$ cat config.mk
export PLATFORM = sky130hd
export DESIGN_NAME = dev_port_ctrl
export DESIGN_NICKNAME = d
export VERILOG_FILES = /design/src/rtl/dpc_pkg.sv /design/src/rtl/dpc_sync.sv /design/src/rtl/dpc_fsm.sv /design/src/rtl/dpc_lines.sv /design/src/rtl/dev_port_ctrl.sv
export SDC_FILE = /design/constraint.sdc
export NUM_CORES = 1
export LEC_CHECK = 0
export BUFFER_PORTS_ARGS = -buffer_cell sky130_fd_sc_hd__buf_2
export CELL_PAD_IN_SITES_DETAIL_PLACEMENT = 1
export CELL_PAD_IN_SITES_GLOBAL_PLACEMENT = 2
export CORE_AREA = 2 2 99 101
export CTS_CLUSTER_DIAMETER = 80
export DETAILED_ROUTE_END_ITERATION = 12
export DIE_AREA = 0 0 101 103
export PLACE_DENSITY = 0.8
export RECOVER_POWER = 25
export SETUP_SLACK_MARGIN = 0.05
export SLEW_MARGIN = 0
export SYNTH_ARGS = -nofsm -noshare
export SYNTH_HDL_FRONTEND = slang
export SYNTH_SLANG_ARGS = --single-unit
export TNS_END_PERCENT = 20
$ cat constraint.sdc
create_clock -name clk -period 1.5 [get_ports clk]
set_input_delay 0.075 -clock clk [delete_from_list [all_inputs] [get_ports clk]]
set_output_delay 0.075 -clock clk [all_outputs]
set_load 0.005 [all_outputs]
$ cat src/rtl/dpc_pkg.sv
// Package: shared encodings for the device port handshake controller.
// Assumes: opcode values are fixed by the command interface.
package dpc_pkg;
    typedef enum logic [1:0] {
        OP_LOAD  = 2'd0,
        OP_STORE = 2'd1,
        OP_SETLN = 2'd2,
        OP_TSTLN = 2'd3
    } dpc_op_e;

    typedef enum logic [1:0] {
        ST_IDLE = 2'd0,
        ST_REQ  = 2'd1,
        ST_XFER = 2'd2,
        ST_REL  = 2'd3
    } dpc_state_e;

    localparam int NUM_REQ = 6;
endpackage

$ cat src/rtl/dpc_sync.sv
// Module: multi-stage synchronizer for asynchronous device responses.
// Assumes: each bit is an independent level; multi-bit coherence is the
// sender's job (it holds responses stable while ready is high).
module dpc_sync #(
    parameter int WIDTH  = 1,
    parameter int STAGES = 2
) (
    input  logic             clk,
    input  logic             rst_n,
    input  logic [WIDTH-1:0] d,
    output logic [WIDTH-1:0] q
);
    logic [WIDTH-1:0] stg [STAGES];

    // first stage captures the raw asynchronous level
    always_ff @(posedge clk) begin
        if (!rst_n) stg[0] <= '0;
        else        stg[0] <= d;
    end

    generate
        for (genvar i = 1; i < STAGES; i++) begin : g_stage
            // each further stage resolves metastability of the one before
            always_ff @(posedge clk) begin
                if (!rst_n) stg[i] <= '0;
                else        stg[i] <= stg[i-1];
            end
        end
    endgenerate

    assign q = stg[STAGES-1];
endmodule

$ cat src/rtl/dpc_fsm.sv
// Module: four-phase handshake sequencer with optional ready timeout.
// Assumes: rdy_s is already synchronized; start and reject are mutually
// exclusive and only asserted while idle.
module dpc_fsm
    import dpc_pkg::*;
#(
    parameter int TIMEOUT_CYC = 32
) (
    input  logic       clk,
    input  logic       rst_n,
    input  logic       start,
    input  logic       reject,
    input  logic       rdy_s,
    output dpc_state_e st,
    output logic       done_o,
    output logic       err_to_o,
    output logic       err_bk_o
);
    localparam int TO_W = (TIMEOUT_CYC > 1) ? $clog2(TIMEOUT_CYC + 1) : 1;

    logic [TO_W-1:0] cnt;
    logic            to_hit;

    generate
        if (TIMEOUT_CYC > 0) begin : g_timeout
            // abort once the request has waited the full window
            assign to_hit = (cnt == TO_W'(TIMEOUT_CYC - 1));
        end else begin : g_no_timeout
            // no timeout: wait for ready forever
            assign to_hit = 1'b0;
        end
    endgenerate

    // sequence request, transfer, release; raise completion and errors
    always_ff @(posedge clk) begin
        if (!rst_n) begin
            st       <= ST_IDLE;
            cnt      <= '0;
            done_o   <= 1'b0;
            err_to_o <= 1'b0;
            err_bk_o <= 1'b0;
        end else begin
            done_o <= 1'b0;
            case (st)
                ST_IDLE: begin
                    if (start) begin
                        st       <= ST_REQ;
                        cnt      <= '0;
                        err_to_o <= 1'b0;
                        err_bk_o <= 1'b0;
                    end else if (reject) begin
                        done_o   <= 1'b1;
                        err_to_o <= 1'b0;
                        err_bk_o <= 1'b1;
                    end
                end
                ST_REQ: begin
                    if (rdy_s) begin
                        st <= ST_XFER;
                    end else if (to_hit) begin
                        st       <= ST_IDLE;
                        done_o   <= 1'b1;
                        err_to_o <= 1'b1;
                    end else begin
                        cnt <= cnt + 1'b1;
                    end
                end
                ST_XFER: st <= ST_REL;
                ST_REL: begin
                    if (!rdy_s) begin
                        st     <= ST_IDLE;
                        done_o <= 1'b1;
                    end
                end
                default: st <= ST_IDLE;
            endcase
        end
    end
endmodule

$ cat src/rtl/dpc_lines.sv
// Module: command latch, request-line decode, output bus and result capture.
// Assumes: accept is a one-cycle pulse while idle; cap is high for exactly
// the first cycle of transfer-complete; the input bus is held by the device.
module dpc_lines
    import dpc_pkg::*;
#(
    parameter int DATA_W = 16,
    parameter int ADDR_W = 4,
    localparam int BUS_W = DATA_W + 1
) (
    input  logic               clk,
    input  logic               rst_n,
    input  logic               accept,
    input  logic [1:0]         cmd_op,
    input  logic               cmd_bank3,
    input  logic [ADDR_W-1:0]  cmd_reg,
    input  logic [BUS_W-1:0]   cmd_wdata,
    input  logic               busy,
    input  logic               cap,
    input  logic               by2_s,
    input  logic               by3_s,
    input  logic               ze2_s,
    input  logic               ze3_s,
    input  logic [BUS_W-1:0]   ibus,
    output logic [NUM_REQ-1:0] req,
    output logic [ADDR_W-1:0]  addr,
    output logic [BUS_W-1:0]   obus,
    output logic [BUS_W-1:0]   rdata,
    output logic               flag_b,
    output logic               flag_z
);
    dpc_op_e op_q;
    logic    bank3_q;

    // latch the command and prepare the output bus word on acceptance
    always_ff @(posedge clk) begin
        if (!rst_n) begin
            op_q    <= OP_LOAD;
            bank3_q <= 1'b0;
            addr    <= '0;
            obus    <= '0;
        end else if (accept) begin
            op_q    <= dpc_op_e'(cmd_op);
            bank3_q <= cmd_bank3;
            addr    <= cmd_reg;
            case (dpc_op_e'(cmd_op))
                OP_LOAD:  obus <= cmd_wdata;
                OP_STORE: obus <= '0;
                default:  obus <= {1'b0, cmd_wdata[DATA_W-1:0]};
            endcase
        end
    end

    // decode the single active request line from op and bank
    always_comb begin
        req = '0;
        if (busy) begin
            case (op_q)
                OP_LOAD:  req[0] = 1'b1;
                OP_STORE: req[1] = 1'b1;
                OP_SETLN: req[bank3_q ? 3 : 2] = 1'b1;
                OP_TSTLN: req[bank3_q ? 5 : 4] = 1'b1;
                default:  req = '0;
            endcase
        end
    end

    // clear flags on acceptance; sample responses at transfer-complete
    always_ff @(posedge clk) begin
        if (!rst_n) begin
            rdata  <= '0;
            flag_b <= 1'b0;
            flag_z <= 1'b0;
        end else if (accept) begin
            flag_b <= 1'b0;
            flag_z <= 1'b0;
        end else if (cap) begin
            case (op_q)
                OP_STORE: rdata  <= ibus;
                OP_SETLN: flag_b <= bank3_q ? by3_s : by2_s;
                OP_TSTLN: flag_z <= bank3_q ? ze3_s : ze2_s;
                default: ;
            endcase
        end
    end
endmodule

$ cat src/rtl/dev_port_ctrl.sv
// Module: top of the processor-side device port handshake controller.
// Assumes: device responses are asynchronous and are held stable by the
// device while ready is high; bank values 2 and 3 are the only legal ones
// for set-line and test-line operations.
module dev_port_ctrl
    import dpc_pkg::*;
#(
    parameter int DATA_W      = 16,
    parameter int ADDR_W      = 4,
    parameter int SYNC_STAGES = 2,
    parameter int TIMEOUT_CYC = 32
) (
    input  logic              clk,
    input  logic              rst_n,
    input  logic              cmd_valid,
    input  logic [1:0]        cmd_op,
    input  logic [1:0]        cmd_bank,
    input  logic [ADDR_W-1:0] cmd_reg,
    input  logic [DATA_W:0]   cmd_wdata,
    output logic              cmd_ready,
    output logic              done,
    output logic [DATA_W:0]   rdata,
    output logic              flag_b,
    output logic              flag_z,
    output logic              err_timeout,
    output logic              err_bank,
    output logic [ADDR_W-1:0] dev_addr,
    output logic [DATA_W:0]   dev_obus,
    input  logic [DATA_W:0]   dev_ibus,
    output logic              req_load,
    output logic              req_store,
    output logic              req_set2,
    output logic              req_set3,
    output logic              req_tst2,
    output logic              req_tst3,
    output logic              dev_tcs,
    input  logic              dev_rdy,
    input  logic              dev_by2,
    input  logic              dev_by3,
    input  logic              dev_ze2,
    input  logic              dev_ze3
);
    localparam int RESP_W = 5;

    dpc_state_e         st;
    logic [RESP_W-1:0]  resp_s;
    logic [NUM_REQ-1:0] req;
    logic               accept, line_op, bank_bad, start, reject;

    // command acceptance and bank legality
    always_comb begin
        cmd_ready = (st == ST_IDLE);
        accept    = cmd_valid && cmd_ready;
        line_op   = (cmd_op == OP_SETLN) || (cmd_op == OP_TSTLN);
        bank_bad  = line_op && (cmd_bank[1] != 1'b1);
        start     = accept && !bank_bad;
        reject    = accept && bank_bad;
    end

    dpc_sync #(.WIDTH(RESP_W), .STAGES(SYNC_STAGES)) u_sync (
        .clk   (clk),
        .rst_n (rst_n),
        .d     ({dev_ze3, dev_ze2, dev_by3, dev_by2, dev_rdy}),
        .q     (resp_s)
    );

    dpc_fsm #(.TIMEOUT_CYC(TIMEOUT_CYC)) u_fsm (
        .clk      (clk),
        .rst_n    (rst_n),
        .start    (start),
        .reject   (reject),
        .rdy_s    (resp_s[0]),
        .st       (st),
        .done_o   (done),
        .err_to_o (err_timeout),
        .err_bk_o (err_bank)
    );

    dpc_lines #(.DATA_W(DATA_W), .ADDR_W(ADDR_W)) u_lines (
        .clk       (clk),
        .rst_n     (rst_n),
        .accept    (accept),
        .cmd_op    (cmd_op),
        .cmd_bank3 (cmd_bank[0]),
        .cmd_reg   (cmd_reg),
        .cmd_wdata (cmd_wdata),
        .busy      (st != ST_IDLE),
        .cap       (st == ST_XFER),
        .by2_s     (resp_s[1]),
        .by3_s     (resp_s[2]),
        .ze2_s     (resp_s[3]),
        .ze3_s     (resp_s[4]),
        .ibus      (dev_ibus),
        .req       (req),
        .addr      (dev_addr),
        .obus      (dev_obus),
        .rdata     (rdata),
        .flag_b    (flag_b),
        .flag_z    (flag_z)
    );

    // fan the decoded request vector out to named lines and strobe
    always_comb begin
        {req_tst3, req_tst2, req_set3, req_set2, req_store, req_load} = req;
        dev_tcs = (st == ST_XFER) || (st == ST_REL);
    end
endmodule

---- After elaboration in Yosys (flattened, before gate mapping) ----
Memories as Yosys holds them, arrays and structs flattened.
Cells that the tools add are included.
word-level totals
  flip-flop bits (word level) ............. 54
  bits of input ports ..................... 50
  memories ................................ 1
  memory bits (writable) .................. 10
operators by class
  $add $sub $neg .......................... 1
  equal/unequal tests ..................... 17
  reduce and logical (&&, ||, !) cells .... 23
  bitwise gates (word level) .............. 5
  multiplexer cells ....................... 39
  magnitude comparators ................... 4
memories
  memory      words  width  rd ports  clocked after memory_dff  write ports  line            text
  u_sync.stg  2      5      2         0                         2            dpc_sync.sv:13  logic [WIDTH-1:0] stg [STAGES];
operator list
  kind                                                         count
  >= comparator 32 x 1 -> 1 bit, second input constant         2
  less-than comparator 32 x 5 -> 1 bit, second input constant  2
  case mux 17 bit (2 select lines)                             1
  two-way mux 6 bit                                            4
  two-way mux 1 bit                                            19
  equality test 2 bit, second input constant                   6
  case mux 6 bit (2 select lines)                              1
  two-way mux 5 bit                                            2
  case mux 1 bit (3 select lines)                              3
  two-way mux 2 bit                                            4
  case mux 2 bit (4 select lines)                              1
  case mux 4 bit (2 select lines)                              1
  AND reduction 4 bit                                          2
  adder 6 x 1 -> 6 bit, second input constant                  1
  demux 1 bit (select 3 bit)                                   2
  equality test 2 x 1 -> 1 bit, second input constant          3
  equality test 6 x 5 -> 1 bit, second input constant          1
  logical AND 1 bit                                            6
  logical NOT 2 bit                                            3
  inequality test 2 bit, second input constant                 3
  AND reduction 2 bit                                          3
  AND reduction 3 bit                                          2
  nonzero test 2 bit                                           3
  inequality test 2 x 1 -> 1 bit, second input constant        2
  other kinds (8)                                              12

---- Logic depth before layout (Yosys ltp) ----
  word-level depth ........................ 7
  gate-level depth with buffers ........... 7

---- Hierarchy ----
A second synthesis with hierarchy kept.
unflattened totals
  cells, all modules ...................... 251
  area, all modules ....................... 2546.2 um^2
modules (own cells, without submodules)
  module         instances  area an instance (um^2)  cells each
  dpc_lines      1          1706.6                   163
  dpc_fsm        1          525.5                    60
  dpc_sync       1          262.8                    20
  dev_port_ctrl  1          51.3                     8

---- Worst setup path after synthesis ----
Ideal clock, no wire load.
  path kind ............................... register to register
  start point ............................. register with a tool-made name
  end point ............................... register u_lines.obus[10]
  arrival time ............................ 1.183 ns
  cell stages (with the launch flop) ...... 6
  library setup time ...................... 0.117 ns
  path slack .............................. 0.200 ns
  required time ........................... 1.383 ns
  buffers on the path ..................... 2
  clock period less this slack ............ 1.300 ns
  cells stage by stage .................... dfxtp_1 buf_4 nor3b_2 nor2_2 buf_2 a22o_1
RTL lines
  element               line             text
  to (signal assigned)  dpc_lines.sv:47  OP_LOAD: obus <= cmd_wdata;
  to (signal assigned)  dpc_lines.sv:49  default: obus <= {1'b0, cmd_wdata[DATA_W-1:0]};
  to (decl)             dpc_lines.sv:27  output logic [BUS_W-1:0] obus,

---- Final worst setup path ----
  start point ............................. register u_lines.op_q[0]
  end point ............................... output port req_store
on the way
  word-level cells in the longest chain between the ends .. 3
  elaborated cells on any way between the ends .. 5
ends and longest elaborated chain
  element                                                                     line                 text
  from (decl)                                                                 dpc_lines.sv:32      dpc_op_e op_q;
  from (signal assigned)                                                      dpc_lines.sv:43      op_q <= dpc_op_e'(cmd_op);
  equality test 2 bit / equality test 2 x 1 -> 1 bit (equally long branches)  dpc_lines.sv:58      case (op_q)
  case mux 1 bit (3 select lines) (*)                                         dpc_lines.sv:58
  two-way mux 6 bit (*)                                                       dpc_lines.sv:57      if (busy) begin
  to (decl)                                                                   dev_port_ctrl.sv:31  output logic req_store,
Mark *: on every way between the ends. The rest lies on a longest branch, timed or not.

==> impl_metrics.py <==
metrics = {
    "synth": {
        "synth_cell_type_count": 37,
        "synth_largest_area_cell": "dfxtp_1",
        "ys_warn_count": 0,
        "synth_area_um2": 2460,
        "ys_ff_latch": 64,
        "synth_fp_nets": 310,
        "synthCells": 259,
        "synth_area_leaders": "dfxtp_1 (52%), nand2_1 (9.4%), a21boi_1 (7.0%), a22o_1 (5.7%), and2_1 (2.8%)",
        "synth_top_area_share": 0.520,
        "seq_area_frac_synth": 0.520,
        "syn_area_per_cell_um2": 9.51,
    },
    "route": {
        "ant_nets": 0,
        "drt_iter0_drc": 58,
        "wl_met2_um": 4090,
        "post_drt_via_cell_ratio": 4.51,
        "totalWireLength_um": 7530,
        "avgRoutedWirePerCell_um": 14.3,
        "top_layer": "met4",
        "met3WireLength_um": 260,
        "first_pass_iters": 3,
        "drc": 0,
        "wl_met1_um": 3000,
        "num_vias": 2379,
    },
    "sta": {
        "slew_violations": 0,
        "hold-worst-slack_ns": 0.0295,
        "fin_crit_ns": 1.37,
        "rsz0062_at_grt": "true",
        "period_share": 0.916,
        "clock_skew_ns": 0.00632,
        "finalSetupViolations": 0,
        "worst_slew_pin_slew_ns": 0.689,
        "final-hold-violation-count": 0,
        "fmax_ghz": 0.728,
        "relSlewSlack": 0.540,
    },
    "setup_path": {
        "required_ns": 1.42,
        "cp_max_fo": 11,
        "reg2reg_slack_ns": 0.14,
        "start_kind": "register",
        "critPathTopFamily": "flip-flops",
        "cp_num_buf_inv": 1,
        "crit_path_end_kind": "output pin",
        "critical_path.max_stage_delay_ns": 0.56,
        "criticalPathCategory": "reg -> out",
        "cp.depth": 2,
        "crit_slowest_cell": "dfxtp_1",
        "reg2reg_depth": 5,
        "crit_arrival_ns": 1.30,
        "path_cells": "nor3b_1 -> buf_2",
    },
    "placement": {
        "routabilityCongestion": 0.741,
        "postPlaceCellArea_um2": 3110,
        "portBuffers": 100,
        "place_hpwl_um": 4940,
    },
    "finish": {
        "drive_gt1_frac": 0.317,
        "area_growth_pct": 55.5,
        "final_nets": 459,
        "antenna_cells": 0,
        "final_area_um2": 3830,
    },
    "global_routing": {
        "grt_pass1_vias": 2492,
        "grt_max_degree": 38,
        "grt_pass1_wl_um": 11700,
        "grt-ovfl-total": 0,
        "grtUsageTotal": 0.145,
        "grt_antenna_before_repair": 0,
    },
    "status": {
        "status": "complete, no violations",
    },
    "clocking": {
        "cts_tree": "done",
        "clk_pin_slew_ns": 0.07,
        "cts_buffer_depth": 2,
        "clk_latency_ns": 0.34,
        "cts_inserted_buffers": 9,
        "htree_levels": 3,
        "cts-root-buf": "clkbuf_8",
        "cts.sinks": 64,
    },
    "die": {
        "die_h_um": 103,
        "dieArea_um2": 10400,
        "ioPinCount": 101,
        "start_util": 0.260,
        "rows": 36,
        "core_um2": 9460,
        "fp.dieW_um": 101,
    },
    "job": {
        "maxCapViolations": 0,
    },
    "power_and_ir_drop": {
        "ir_drop_v": 0.000454,
        "p_per_area_nw_per_um2": 1030,
        "p_leak_nw": 1.64,
    },
    "hold_path": {
        "whs_path_depth": 3,
        "hp-class": "in -> reg",
    },
}
[layer usage]
| metal | track usage | vias up |
|---|---|---|
| met4 | 0.0748 | 0 |
| met2 | 0.264 | 62 |
| met3 | 0.0373 | 17 |
| met1 | 0.155 | 1128 |
| met5 | 0 | - |
| li1 | - | 1172 |
[report_power, final]
part	total (mW)	leakage, nW	switching [mW]	internal (mW)
Clock	1.67	0.109	0.680	0.986
Combinational	0.465	1.01	0.205	0.259
Sequential	1.82	0.524	0.0524	1.77
[cells in the final DEF, fill, tap and decap left out, drive strengths merged, types with 3 or more instances in the layout]
| master | synthesis | final |
|---|---|---|
| nand2 | 63 | 63 |
| and2 | 11 | 11 |
| mux2i | 6 | 6 |
| a21boi | 23 | 23 |
| nor2 | 11 | 11 |
| a211oi | 3 | 3 |
| dlygate4sd3 | 0 | 45 |
| nand3b | 4 | 4 |
| clkbuf | 7 | 24 |
| nand3 | 4 | 4 |
| nor2b | 3 | 3 |
| o21a | 6 | 6 |
| buf | 8 | 94 |
| nand2b | 5 | 5 |
| dfxtp | 64 | 64 |
| a21oi | 8 | 8 |
| a22o | 16 | 16 |
| nor3b | 4 | 4 |
[state kept, by name, summed over array words and instances (netlist names), named ones only]
signal and cells:
u_lines.obus 17, u_lines.rdata 17, u_sync.stg 10, u_fsm.cnt 6, u_lines.addr 4, u_lines.op_q 2, u_fsm.done_o 1, u_fsm.err_bk_o 1
u_fsm.err_to_o 1, u_fsm.st 1, u_lines.bank3_q 1, u_lines.flag_b 1, u_lines.flag_z 1
[repair_timing]
action                                 in CTS  in global routing
endpoints found under the hold margin      45                  0
gates resized for setup                     4                 11
setup endpoints to repair                  40                 26
setup buffers                               0                  0
hold buffers                               45                  0
pin swaps                                   0                  1
[kinds of logic (layout without fill, tap and decap cells)]
group           Yosys count  after routing  share of synthesized area
compound gates           58             58                      0.179
fa+ha+maj                 1              1                    0.00508
buf+inv                  17            171                     0.0356
flops                    64             64                      0.520
mux                       7              7                     0.0289
simple gates            112            112                      0.231
[worst reg2reg max path, stage by stage (launching register included)]
cell and delay [ns]:
dfxtp_1 0.39, ha_4 0.17, nand2_2 0.09, o21ai_4 0.23, nand2_1 0.09, a311oi_2 0.29
[path summary, 6_finish.rpt]
kind,startpoint,end
worst min-delay path,cmd_op[0],u_lines.op_q[0]
worst max-delay path,u_lines.op_q[0],req_store
worst min register to register,u_sync.stg[0][3],u_sync.stg[1][3]
worst max register to register,u_fsm.cnt[1],u_fsm.cnt[0]
[layout make-up]
class                   instances  area, um2
well taps                     114        143
multi-input cells             178       1140
clock inverters                 6       92.6
fillers                      1117       5630
inverters                       2       7.51
flip-flops and latches         64       1290
repair buffers                153       1020
clock buffers                  10        138
[cell usage after synthesis, drive strengths merged]
master / n
nor2: 11
mux2: 1
ha: 1
a311oi: 1
nand3: 4
and3b: 2
nand2: 63
nand2b: 5
a211oi: 3
a21boi: 23
a22o: 16
nor2b: 3
o21ai: 1
o21a: 6
inv: 2
or3: 1
nand3b: 4
clkbuf: 7
and2b: 1
nor3: 2
dfxtp: 64
buf: 8
and3: 1
a21oi: 8
and2: 11
mux2i: 6
nor3b: 4
[metrics by stage]
stage          TNS [ns]  std cells  utilization  worst slack (ns)  power [mW]
6_report              0        527        0.405             0.126        3.95
5_1_grt               0        527        0.405            0.0404        4.16
4_1_cts               0        527        0.402            0.0124        4.01
3_5_place_dp     -0.309        466        0.329           -0.0271        2.22
3_3_place_gp          0        466        0.329            0.0563        2.20
2_1_floorplan         0        259            -             0.200        2.03
No activity file was read; power rests on OpenSTA's default activity.
